==> src/rtl/adc_seq_pkg.sv <==
package adc_seq_pkg;

  typedef enum logic [2:0] {
    PH_IDLE,
    PH_START,
    PH_ACQ,
    PH_CONV,
    PH_DISCH,
    PH_DONE
  } phase_e;

  // Acquisition length in TAD for each select code
  function automatic logic [4:0] acq_len(input logic [2:0] sel);
    logic [4:0] n;
    case (sel)
      3'd0:    n = 5'd0;
      3'd1:    n = 5'd2;
      3'd2:    n = 5'd4;
      3'd3:    n = 5'd6;
      3'd4:    n = 5'd8;
      3'd5:    n = 5'd12;
      3'd6:    n = 5'd16;
      default: n = 5'd20;
    endcase
    return n;
  endfunction

endpackage

==> src/rtl/adc_start_gate.sv <==
module adc_start_gate (
  input  logic clk,
  input  logic rst_n,
  input  logic en,
  input  logic go_set,
  input  logic busy,
  output logic start_ok
);

  logic en_d;

  always_ff @(posedge clk or negedge rst_n) begin
    if (!rst_n) en_d <= 1'b0;
    else        en_d <= en;
  end

  // enable must already have been high on the previous cycle
  assign start_ok = go_set && en && en_d && !busy;

endmodule

==> src/rtl/adc_phase_ctrl.sv <==
module adc_phase_ctrl
  import adc_seq_pkg::*;
#(
  parameter int RES_BITS   = 10,
  parameter int DISCH_TADS = 2,
  parameter int CNT_W      = 5
) (
  input  logic             clk,
  input  logic             rst_n,
  input  logic             en,
  input  logic             start_ok,
  input  logic             tad_tick,
  input  logic [4:0]       acq_tads,
  output logic [CNT_W-1:0] tad_cnt,
  output logic             conv_step,
  output logic             done_evt,
  output logic             abort_evt,
  output logic             busy,
  output logic             sample_en
);

  phase_e           phase_q, phase_d;
  logic [CNT_W-1:0] cnt_q, cnt_d;
  logic [CNT_W-1:0] acq_n_q;

  assign abort_evt = (phase_q != PH_IDLE) && !en;
  assign done_evt  = (phase_q == PH_DONE) && en;
  assign conv_step = (phase_q == PH_CONV) && tad_tick;
  assign busy      = (phase_q != PH_IDLE);
  assign sample_en = (phase_q == PH_IDLE) || (phase_q == PH_START) || (phase_q == PH_ACQ);
  assign tad_cnt   = cnt_q;

  always_comb begin
    phase_d = phase_q;
    cnt_d   = cnt_q;
    if (abort_evt) begin
      phase_d = PH_IDLE;
      cnt_d   = '0;
    end else begin
      case (phase_q)
        PH_IDLE: begin
          cnt_d = '0;
          if (start_ok) phase_d = PH_START;
        end
        PH_START: begin
          cnt_d   = '0;
          phase_d = (acq_n_q == '0) ? PH_CONV : PH_ACQ;
        end
        PH_ACQ: if (tad_tick) begin
          if (cnt_q == acq_n_q - CNT_W'(1)) begin
            phase_d = PH_CONV;
            cnt_d   = '0;
          end else cnt_d = cnt_q + CNT_W'(1);
        end
        PH_CONV: if (tad_tick) begin
          if (cnt_q == CNT_W'(RES_BITS)) begin
            phase_d = PH_DISCH;
            cnt_d   = '0;
          end else cnt_d = cnt_q + CNT_W'(1);
        end
        PH_DISCH: if (tad_tick) begin
          if (cnt_q == CNT_W'(DISCH_TADS - 1)) begin
            phase_d = PH_DONE;
            cnt_d   = '0;
          end else cnt_d = cnt_q + CNT_W'(1);
        end
        default: phase_d = PH_IDLE;
      endcase
    end
  end

  always_ff @(posedge clk or negedge rst_n) begin
    if (!rst_n) begin
      phase_q <= PH_IDLE;
      cnt_q   <= '0;
      acq_n_q <= '0;
    end else begin
      phase_q <= phase_d;
      cnt_q   <= cnt_d;
      if (start_ok) acq_n_q <= CNT_W'(acq_tads);
    end
  end


  no_busy_when_off_chk: assert property (@(posedge clk) disable iff (!rst_n)
    !en |=> !busy);


  start_latency_chk: assert property (@(posedge clk) disable iff (!rst_n)
    start_ok |=> busy && sample_en);


  abort_idle_chk: assert property (@(posedge clk) disable iff (!rst_n)
    abort_evt |=> !busy && sample_en);


  done_after_disch_chk: assert property (@(posedge clk) disable iff (!rst_n)
    phase_q == PH_DONE |-> $past(tad_tick) && $past(phase_q) == PH_DISCH);

endmodule

==> src/rtl/adc_sar_engine.sv <==
module adc_sar_engine #(
  parameter int RES_BITS = 10,
  parameter int CNT_W    = 5
) (
  input  logic                clk,
  input  logic                rst_n,
  input  logic                start_ok,
  input  logic                conv_step,
  input  logic [CNT_W-1:0]    tad_cnt,
  input  logic                cmp_ge,
  input  logic                done_evt,
  input  logic                irq_clr,
  output logic [RES_BITS-1:0] trial,
  output logic [RES_BITS-1:0] result,
  output logic                irq_flag
);

  localparam logic [RES_BITS-1:0] TOP_ONE = {1'b1, {(RES_BITS-1){1'b0}}};

  // One step of the successive approximation: step 0 raises the MSB,
  // step k settles bit RES_BITS-k and raises the one below it.
  function automatic logic [RES_BITS-1:0] sar_next(
    input logic [RES_BITS-1:0] cur,
    input logic [CNT_W-1:0]    step,
    input logic                keep
  );
    logic [RES_BITS-1:0] v, cur_m, nxt_m;
    if (step == '0) begin
      v = TOP_ONE;
    end else begin
      cur_m = TOP_ONE >> (step - CNT_W'(1));
      nxt_m = cur_m >> 1;
      v = keep ? cur : (cur & ~cur_m);
      v = v | nxt_m;
    end
    return v;
  endfunction

  logic [RES_BITS-1:0] sar_q, res_q;
  logic                irq_q;

  always_ff @(posedge clk or negedge rst_n) begin
    if (!rst_n) begin
      sar_q <= '0;
      res_q <= '0;
      irq_q <= 1'b0;
    end else begin
      if (start_ok)       sar_q <= '0;
      else if (conv_step) sar_q <= sar_next(sar_q, tad_cnt, cmp_ge);
      if (done_evt) res_q <= sar_q;
      if (done_evt)     irq_q <= 1'b1;
      else if (irq_clr) irq_q <= 1'b0;
    end
  end

  assign trial    = sar_q;
  assign result   = res_q;
  assign irq_flag = irq_q;


  msb_first_chk: assert property (@(posedge clk) disable iff (!rst_n)
    conv_step && tad_cnt == '0 |=> trial == TOP_ONE);


  load_with_flag_chk: assert property (@(posedge clk) disable iff (!rst_n)
    done_evt |=> irq_flag && result == $past(sar_q));


  result_hold_chk: assert property (@(posedge clk) disable iff (!rst_n)
    !done_evt |=> $stable(result));


  flag_clear_chk: assert property (@(posedge clk) disable iff (!rst_n)
    irq_clr && !done_evt |=> !irq_flag);

endmodule

==> src/rtl/adc_sar_sequencer.sv <==
module adc_sar_sequencer
  import adc_seq_pkg::*;
#(
  parameter int RES_BITS   = 10,
  parameter int DISCH_TADS = 2
) (
  input  logic                clk,
  input  logic                rst_n,
  input  logic                en,
  input  logic                go_set,
  input  logic [2:0]          acq_sel,
  input  logic                tad_tick,
  input  logic                cmp_ge,
  input  logic                irq_clr,
  output logic                busy,
  output logic                sample_en,
  output logic [RES_BITS-1:0] trial,
  output logic [RES_BITS-1:0] result,
  output logic                irq_flag
);

  localparam int CNT_MAX = (RES_BITS > 20) ? ((RES_BITS > DISCH_TADS) ? RES_BITS : DISCH_TADS)
                                           : ((DISCH_TADS > 20) ? DISCH_TADS : 20);
  localparam int CNT_W   = $clog2(CNT_MAX + 1);

  logic             start_ok;
  logic [CNT_W-1:0] tad_cnt;
  logic             conv_step, done_evt, abort_evt;

  adc_start_gate u_gate (
    .clk      (clk),
    .rst_n    (rst_n),
    .en       (en),
    .go_set   (go_set),
    .busy     (busy),
    .start_ok (start_ok)
  );

  adc_phase_ctrl #(
    .RES_BITS   (RES_BITS),
    .DISCH_TADS (DISCH_TADS),
    .CNT_W      (CNT_W)
  ) u_ctrl (
    .clk       (clk),
    .rst_n     (rst_n),
    .en        (en),
    .start_ok  (start_ok),
    .tad_tick  (tad_tick),
    .acq_tads  (acq_len(acq_sel)),
    .tad_cnt   (tad_cnt),
    .conv_step (conv_step),
    .done_evt  (done_evt),
    .abort_evt (abort_evt),
    .busy      (busy),
    .sample_en (sample_en)
  );

  adc_sar_engine #(
    .RES_BITS (RES_BITS),
    .CNT_W    (CNT_W)
  ) u_sar (
    .clk       (clk),
    .rst_n     (rst_n),
    .start_ok  (start_ok),
    .conv_step (conv_step),
    .tad_cnt   (tad_cnt),
    .cmp_ge    (cmp_ge),
    .done_evt  (done_evt),
    .irq_clr   (irq_clr),
    .trial     (trial),
    .result    (result),
    .irq_flag  (irq_flag)
  );

endmodule

==> config.mk <==
export PLATFORM = sky130hd
export DESIGN_NAME = adc_sar_sequencer
export DESIGN_NICKNAME = d
export VERILOG_FILES = /design/src/rtl/adc_seq_pkg.sv /design/src/rtl/adc_start_gate.sv /design/src/rtl/adc_phase_ctrl.sv /design/src/rtl/adc_sar_engine.sv /design/src/rtl/adc_sar_sequencer.sv
export SDC_FILE = /design/constraint.sdc
export NUM_CORES = 1
export LEC_CHECK = 0
export BUFFER_PORTS_ARGS = -buffer_cell sky130_fd_sc_hd__buf_4
export CAP_MARGIN = 20
export CORE_UTILIZATION = 40
export CTS_BUF_LIST = sky130_fd_sc_hd__clkbuf_8 sky130_fd_sc_hd__clkbuf_16
export DETAILED_ROUTE_END_ITERATION = 10
export SKIP_LAST_GASP = 1
export SLEW_MARGIN = 0
export SYNTH_ARGS = -nofsm -noshare
export SYNTH_HDL_FRONTEND = slang
export SYNTH_SLANG_ARGS = --single-unit
==> constraint.sdc <==
create_clock -name clk -period 1.82 [get_ports clk]
set_input_delay 0.091 -clock clk [delete_from_list [all_inputs] [get_ports clk]]
set_output_delay 0.091 -clock clk [all_outputs]
set_load 0.05 [all_outputs]
* Word-level counts from Yosys, hierarchy flattened
Cells that the tools add are included.
** Cells by class
- Add/subtract/negate cells :: 3
- Equal/unequal tests :: 21
- Shift-type cells :: 1
- Muxes and demuxes :: 25
- Bitwise operators :: 3
- Reductions and logical operators :: 21
** Operators by type and width (number)
- 10-bit two-way mux :: 4
- 5-bit two-way mux :: 7
- 5-bit case mux with 7 select lines :: 1
- 3-bit two-way mux :: 8
- 5-bit case mux with 4 select lines :: 1
- 3-bit inequality test, second input constant :: 6
- 3-bit == test, second input constant :: 5
- 3-bit case mux with 5 select lines :: 1
- 3-bit by 2-bit == test with 1-bit output, second input constant :: 4
- 10-bit bitwise AND :: 1
- 5-bit logical NOT :: 2
- 10-bit inverter :: 1
- 10-bit by 9-bit OR with 10-bit output :: 1
- 10-bit by 5-bit >> shifter with 10-bit output, first input constant :: 1
- 5-bit by 1-bit subtractor with 5-bit output, second input constant :: 2
- 7-bit AND reduction :: 1
- 3-bit by 1-bit == test with 1-bit output, second input constant :: 2
- 1-bit logical AND :: 6
- 3-bit logical NOT :: 2
- 5-bit by 1-bit adder with 5-bit output, second input constant :: 1
- 5-bit by 1-bit == test with 1-bit output, second input constant :: 1
- 5-bit by 4-bit == test with 1-bit output, second input constant :: 1
- 5-bit == test :: 1
- 5-bit nonzero test :: 1
- 8 further kinds :: 13
** Word-level totals
- Bits in registers :: 35
- Word-level logic and storage cells :: 81

* Longest topological paths before layout
Gate-level depths: netlist of the first run.
- Word-level depth :: 9
- Mapped depth :: 8
- Gate-level depth less buffers :: 7

* Modules after synthesis
From an unflattened synthesis of the first run, not the netlist that was laid out.
** Unflattened totals
- Cells, all modules :: 219
- Area total of the unflattened synthesis :: 2138.3 µm²
** By module, submodules not included
- adc_sar_engine :: times used 1, cells each 97, area each 1068.5 µm², sequential area each 525.5 µm²
- adc_phase_ctrl :: times used 1, cells each 115, area each 996.0 µm², sequential area each 325.3 µm²
- adc_sar_sequencer :: times used 1, cells each 5, area each 38.8 µm², sequential area each 0.0 µm²
- adc_start_gate :: times used 1, cells each 2, area each 35.0 µm², sequential area each 25.0 µm²

* Least setup slack after synthesis of the first run
OpenSTA, ideal clock, no wires.
- Path type :: register to register
- Start :: reg u_ctrl.phase_q[2]
- End :: reg u_sar.sar_q[7], in the netlist u_sar.trial[7]
- Data arrival time :: 1.782 ns
- Required time :: 1.698 ns
- Slack :: -0.084 ns
- Stages on the path, launching flop included :: 6
- Clock period less this slack :: 1.904 ns
- Cell sequence :: dfrtp_1 -> or3_1 -> o21a_1 -> nor4_4 -> nand2_1 -> a32o_1
** On the way
- Word-level cells in the longest chain between the ends :: 4
- Elaborated cells on any way between the ends :: 7
- Classes of those cells :: 1 x eq/ne; 1 x mux; 5 x reduce/logical
** RTL lines
- start: declaration :: line adc_phase_ctrl.sv:22 : phase_e phase_q, phase_d;
- start signal: assignment :: line adc_phase_ctrl.sv:78 : phase_q <= phase_d;
- 3-bit nonzero test * :: line adc_phase_ctrl.sv:29 : assign busy = (phase_q != PH_IDLE);
- named net busy :: line adc_sar_sequencer.sv:15 : output logic busy,
- 1-bit logical NOT * :: line adc_start_gate.sv:18 : assign start_ok = go_set && en && en_d && !busy;
- 1-bit logical AND * :: line adc_start_gate.sv:18
- 10-bit two-way mux or 2-bit nonzero test (tied branches)
- end signal: assignment :: line adc_sar_engine.sv:49 : else if (conv_step) sar_q <= sar_next(sar_q, tad_cnt, cmp_ge);
- end: declaration :: line adc_sar_engine.sv:39 : logic [RES_BITS-1:0] sar_q, res_q;
Mark *: on every way through the listed nets, which the timed path passes. The rest lies on a longest branch.
A chain may end at the register's enable or synchronous reset.

* Worst setup path in the final report of the first run
- Start :: reg u_ctrl.cnt_q[0], in the netlist u_ctrl.tad_cnt[0]
- End :: reg u_sar.sar_q[5], in the netlist u_sar.trial[5]
** On the way
- Word-level cells in the longest chain between the ends :: 9
- Elaborated cells on any way between the ends :: 10
- Classes of those cells :: 1 x add/sub; 1 x shift; 4 x mux; 3 x bitwise; 1 x reduce/logical
** RTL lines
- start: declaration :: line adc_phase_ctrl.sv:23 : logic [CNT_W-1:0] cnt_q, cnt_d;
- start signal: assignment :: line adc_phase_ctrl.sv:79 : cnt_q <= cnt_d;
- 5-bit by 1-bit subtractor with 5-bit output :: line adc_sar_engine.sv:31 : cur_m = TOP_ONE >> (step - CNT_W'(1));
- 10-bit by 5-bit >> shifter with 10-bit output :: line adc_sar_engine.sv:31
- 10-bit inverter :: line adc_sar_engine.sv:33 : v = keep ? cur : (cur & ~cur_m);
- 10-bit bitwise AND :: line adc_sar_engine.sv:33
- 10-bit two-way mux :: line adc_sar_engine.sv:33
- 10-bit by 9-bit OR with 10-bit output :: line adc_sar_engine.sv:34 : v = v | nxt_m;
- 10-bit two-way mux * :: line adc_sar_engine.sv:28 : if (step == '0) begin
- 10-bit two-way mux * :: line adc_sar_engine.sv:49
- 10-bit two-way mux * :: line adc_sar_engine.sv:48 : if (start_ok) sar_q <= '0;
Every way passes the cells marked *; elsewhere a longest branch is shown, timed or not. The select of a mux whose other input is x is not followed.

==> results.json, run 1 <==
{
  "cts_buffers": 5,
  "finalNonFillerCells": 334,
  "tritoncts": "yes",
  "dr.pass1.iters": 4,
  "slew_violations": 0,
  "layout-drive-gt1-share_pct": 41.6,
  "yosysMostFrequentCell": "dfrtp_1",
  "num_antenna_cells": 0,
  "dp.cells": 319,
  "dpl.hpwl_mm": 3.37,
  "ys_seq_area_share_pct": 42.0,
  "critPathLaunchType": "flip-flop",
  "grt_usage_pct": 18.9,
  "power_mw": 2.27,
  "nFillCells": 453,
  "critPathKind": "flip-flop to flip-flop",
  "synthArstFlopShare_pct": 100,
  "skew_ns": 0.00849,
  "area_delta_synth_final_pct": 36.2,
  "synth_ff_type": "dfrtp_1",
  "postSynthAreaPerCell_um2": 9.94,
  "ys_top_cells_by_count": "34 x dfrtp_1, 14 x inv_1, 12 x nand2_1, 12 x nor3_1, 10 x nor2_1",
  "final_area_mm2": 0.00276,
  "max_freq_mhz": 555,
  "wire_per_inst_um": 13.6,
  "routed.top_layer": "met4",
  "clk_pin_slew_ns": 0.08,
  "core_mm2": 0.00479,
  "clk_path_buf_depth": 2,
  "final_util_pct": 57.7,
  "wl_met3_um": 184,
  "cap_violations": 0,
  "drc": 0,
  "setup_viol": 0,
  "synth_warnings": 0,
  "grt_pass1_vias": 1597,
  "slew_headroom_pct": 71.0,
  "worstMarginPinSlew_ns": 0.435,
  "multiInputGateArea_mm2": 0.00115,
  "synth_area_leaders": "dfrtp_1 42%, mux2_2 5.0%, ha_1 4.3%, nor3_1 3.0%, inv_1 2.6%",
  "routed_wl_mm": 4.55,
  "vias": 1736,
  "synth.distinct_cells": 57,
  "worstSkewPairLatency_ns": 0.29,
  "start_util_pct": 42.4,
  "synth_top_area_share_pct": 42.0,
  "vdd_ir_drop_max_v": 0.000578,
  "antenna_left": 0,
  "critPathArrivalTime_ns": 1.98,
  "fin_crit_ns": 1.80,
  "drt_iter0_markers": 65,
  "cp_max_fo": 7,
  "p_per_area_mw_per_mm2": 823,
  "port_buffers": 32,
  "die_w_um": 73.2,
  "status": "finished, final reports clean",
  "grt_max_degree": 35,
  "synth.net_count": 221,
  "hold_class": "input port to flip-flop",
  "grt_pass1_wl_mm": 7.57,
  "viasPerCell": 5.20,
  "synth_area_mm2": 0.00203,
  "rows": 25,
  "synth_top_area_cell": "dfrtp_1",
  "critPathRequiredTime_ns": 1.99,
  "synth_cells": 204,
  "m1WireLength_mm": 2.05,
  "leakage_nw": 1.27,
  "root_buffer": "clkbuf_8",
  "period_share_pct": 99.0,
  "ys_ff_latch": 34,
  "antenna_found_initial": 0,
  "seq_area_um2": 853,
  "htreeDepth": 2,
  "clock-sinks": 34,
  "end_kind": "flip-flop",
  "synth_enable_flop_cells": 0,
  "chipHeight_um": 73.2,
  "final_hold_viol_count": 0,
  "nNetsFinal": 283,
  "gp_congestion": 0.829,
  "placed_cell_area_mm2": 0.00250,
  "rsz0062_at_grt": "true",
  "grt_overflow": 0,
  "wl_met2_mm": 2.23,
  "design.portCount": 33,
  "dieArea_mm2": 0.00536
}
## logic make-up after synthesis
kind of cell	synth area share (%)
flops	42.0
buf+inv	5.68
fa+ha+maj	4.32
simple gates	20.8
mux	5.49
xor+xnor	4.57
compound gates	17.2
## layout make-up
| cell class | count | share of cell area [%] |
|---|---|---|
| clock buffer | 5 | 2.49 |
| inverter | 14 | 1.90 |
| clock inverter | 3 | 1.45 |
| multi-input combinational | 145 | 41.8 |
| sequential | 34 | 30.9 |
| tap | 67 | 3.04 |
| timing repair buffer | 66 | 18.4 |
## report_power, final
part	internal, mW	switching, mW
logic	0.337	0.382
registers	0.814	0.0531
clock network	0.403	0.282
total	1.55	0.717
## worst max-delay path, cell delays in order, from the launching register on
cell      delay [ns]
dfrtp_1         0.39
buf_6           0.14
or4b_4          0.51
o21ai_2         0.07
a32o_2          0.22
a311oi_2        0.11
a221o_1         0.26
## repair_timing
action,CTS,global route
endpoints found under the hold margin,36,0
setup buffers,1,3
gates resized for setup,3,19
setup endpoints to repair,2,15
pin swaps,2,11
hold buffers,3,0
## registers in the layout, summed over array words and instances (netlist names)
signal	flops
u_sar.result	10
u_sar.trial	10
u_ctrl.tad_cnt	5
u_ctrl.acq_n_q	4
u_ctrl.phase_q	3
u_gate.en_d	1
u_sar.irq_flag	1
## stage by stage
stage          TNS (ns)  setup WS (ns)  hold slack [ns]
3_3_place_gp          0         0.0114           0.0643
6_report              0         0.0184           0.0458
4_1_cts        -0.00149      -0.000902           0.0423
5_1_grt          -0.445        -0.0851           0.0482
2_1_floorplan         0        0.00229           -0.205
3_5_place_dp   -0.00351       -0.00351           0.0648
## layout by cell type, fill, tap and decap left out, types with 5 or more instances in the layout
master    Yosys  layout
xnor2_1       5       5
clkbuf_8      0       5
nor3_1       12      10
nand3_1       8       7
buf_4         1      62
nand2b_1      5       5
nor2_1       10       9
a21oi_1       7       7
nand2_1      12      12
mux2_2        9       9
dfrtp_1      34      32
o21ai_0       9       9
inv_1        14      14
## path summary, 6_finish.rpt
path	endpoint	slack [ns]	startpoint	depth (start not counted)
min in group asynchronous	u_ctrl.phase_q[0]	0.29	rst_n	2
setup reg to reg	u_sar.trial[5]	0.02	u_ctrl.tad_cnt[0]	6
max in group asynchronous	u_ctrl.tad_cnt[1]	1.19	rst_n	2
hold reg to reg	u_sar.result[5]	0.48	u_sar.result[5]	2
setup / recovery	u_sar.trial[5]	0.02	u_ctrl.tad_cnt[0]	6
hold / removal	u_ctrl.acq_n_q[1]	0.05	acq_sel[0]	3
## routing by layer
metal  global-route usage (%)  vias up
li1                         -      867
met3                     3.87        9
met2                     32.2       35
met1                     23.0      825
met5                        0        -
met4                     7.84        0
(Power assumes the default switching activity.)
==> run 2: changes to the inputs <==
--- a/config.mk
+++ b/config.mk
@@ -5,8 +5,10 @@
 export SDC_FILE = /design/constraint.sdc
 export NUM_CORES = 1
 export LEC_CHECK = 0
+export ABC_CLOCK_PERIOD_IN_PS = 1820
 export BUFFER_PORTS_ARGS = -buffer_cell sky130_fd_sc_hd__buf_4
 export CAP_MARGIN = 20
+export CORE_ASPECT_RATIO = 0.6
 export CORE_UTILIZATION = 40
 export CTS_BUF_LIST = sky130_fd_sc_hd__clkbuf_8 sky130_fd_sc_hd__clkbuf_16
 export DETAILED_ROUTE_END_ITERATION = 10
==> results.json, run 2 (same netlist as run 1, synthesis figures left out) <==
{
  "root_buffer": "clkbuf_8",
  "die_w_um": 93.9,
  "port_buffers": 32,
  "wl_met2_mm": 2.19,
  "chipHeight_um": 57.1,
  "rows": 19,
  "gp_congestion": 0.789,
  "skew_ns": 0.00285,
  "final_hold_viol_count": 0,
  "tritoncts": "yes",
  "leakage_nw": 1.31,
  "clk_path_buf_depth": 2,
  "grt_pass1_vias": 1638,
  "crit_path_start": "u_ctrl.tad_cnt[0]",
  "worstSkewPairLatency_ns": 0.29,
  "place_ws_ns": -0.0228,
  "sw_frac_of_total_pct": 33.9,
  "grt_pass1_wl_mm": 8.64,
  "slew_violations": 0,
  "cap_violations": 0,
  "cts_buffers": 5,
  "hold_class": "input port to flip-flop",
  "violations": "setup timing",
  "fin_crit_ns": 1.88,
  "vias": 1848,
  "status": "finished, violations left",
  "layout-drive-gt1-share_pct": 44.0,
  "cp_max_fo": 4,
  "critPathLaunchType": "flip-flop",
  "clock_power_share_pct": 25.6,
  "vdd_ir_drop_max_v": 0.000320,
  "dpl.hpwl_mm": 3.85,
  "worstMarginPinSlew_ns": 0.441,
  "m1WireLength_mm": 2.85,
  "wire_per_inst_um": 16.2,
  "nNetsFinal": 291,
  "regToRegStartpoint": "u_ctrl.tad_cnt[0]",
  "p_sw_mw": 0.763,
  "finalNonFillerCells": 338,
  "critPathKind": "flip-flop to flip-flop",
  "setup_viol": 8,
  "routed.top_layer": "met4",
  "p_per_area_mw_per_mm2": 794,
  "whs_ns": 0.0550,
  "antenna_found_initial": 0,
  "end_kind": "flip-flop",
  "design.portCount": 33,
  "clock-sinks": 34,
  "viasPerCell": 5.47,
  "antenna_left": 0,
  "internal_power_mw": 1.49,
  "dr.pass1.iters": 4,
  "dieArea_mm2": 0.00537,
  "clk_pin_slew_ns": 0.07,
  "rsz0062_at_grt": "true",
  "period_share_pct": 103,
  "critPathArrivalTime_ns": 2.06,
  "grt_max_degree": 35,
  "seqPwrFrac_pct": 39.0,
  "critPathRequiredTime_ns": 2.00,
  "htreeDepth": 2,
  "pwr-share-comb_pct": 35.4,
  "nFillCells": 412,
  "routed_wl_mm": 5.48,
  "fin_ws_ns": -0.0587,
  "regToRegSetupSlack_ns": -0.06,
  "max_freq_mhz": 532,
  "min_from": "acq_sel[1]",
  "grt_usage_pct": 21.3,
  "grt_overflow": 0,
  "area_delta_synth_final_pct": 40.0,
  "drt_iter0_markers": 80,
  "power_mw": 2.25,
  "wl_met3_um": 397,
  "slew_headroom_pct": 70.6,
  "final_cell_mix": "67 x buf_4, 31 x dfrtp_1, 14 x inv_1, 11 x nand2_1, 10 x nor3_1",
  "core_mm2": 0.00471,
  "drc": 0,
  "dp.cells": 317,
  "start_util_pct": 43.1,
  "num_antenna_cells": 0,
  "final_common_cell": "buf_4"
}
## run 2: area by class of cell
type                            instances  area (µm²)  share of cell area (%)
Sequential cell                        34         855                    30.1
Timing Repair Buffer                   74         578                    20.4
Tap cell                               63        78.8                    2.78
Multi-Input combinational cell        145        1180                    41.6
Clock inverter                          2        8.76                   0.309
Clock buffer                            6        82.6                    2.91
Inverter                               14        55.1                    1.94
## run 2: power groups by stage
stage | Sequential, mW | Clock, mW | Combinational [mW]
after floorplan | 0.901 | 0 | 0.416
after global placement | 0.888 | 0 | 0.675
after detailed placement | 0.889 | 0 | 0.681
after CTS | 0.879 | 0.592 | 0.721
after global routing | 0.888 | 0.632 | 0.869
final | 0.878 | 0.577 | 0.798
## run 2: worst paths after layout
| path | to | depth (start not counted) |
|---|---|---|
| worst max-delay path | u_sar.trial[7] | 7 |
| worst min-delay path | u_ctrl.acq_n_q[4] | 3 |
| worst max register to register | u_sar.trial[7] | 7 |
| worst min register to register | u_sar.result[5] | 2 |
| max in group asynchronous | u_ctrl.tad_cnt[0] | 2 |
| min in group asynchronous | u_ctrl.phase_q[0] | 2 |
## run 2: critical path, stage by stage, from the launching register on
cell and delay [ns]:
dfrtp_2 0.44, buf_6 0.13, buf_4 0.14, o21ai_1 0.23
a31oi_4 0.14, nor4_4 0.31, nand2_1 0.10, a32o_1 0.27
## run 2: layer usage
metal	track usage, %	vias up
li1	-	882
met1	35.8	889
met2	26.1	72
met3	4.93	5
met4	5.49	0
met5	0	-
## run 2: through the flow
stage               setup TNS, ns  instance area, µm²  utilization, %
global placement          -0.0290                2510            53.2
floorplan                       0                2040               -
detailed placement        -0.0530                2510            53.2
CTS                       -0.0137                2700            57.3
global route               -0.968                2840            60.3
finish                     -0.235                2840            60.3
## run 2: what timing repair did
item                                    in CTS  in global routing
endpoints found under the setup margin       9                 16
pin swaps                                    5                  5
hold endpoints to repair                    35                  1
gates cloned                                 0                  0
buffers inserted                             5                  6
hold buffers                                 2                  1
gates resized for setup                     10                 24
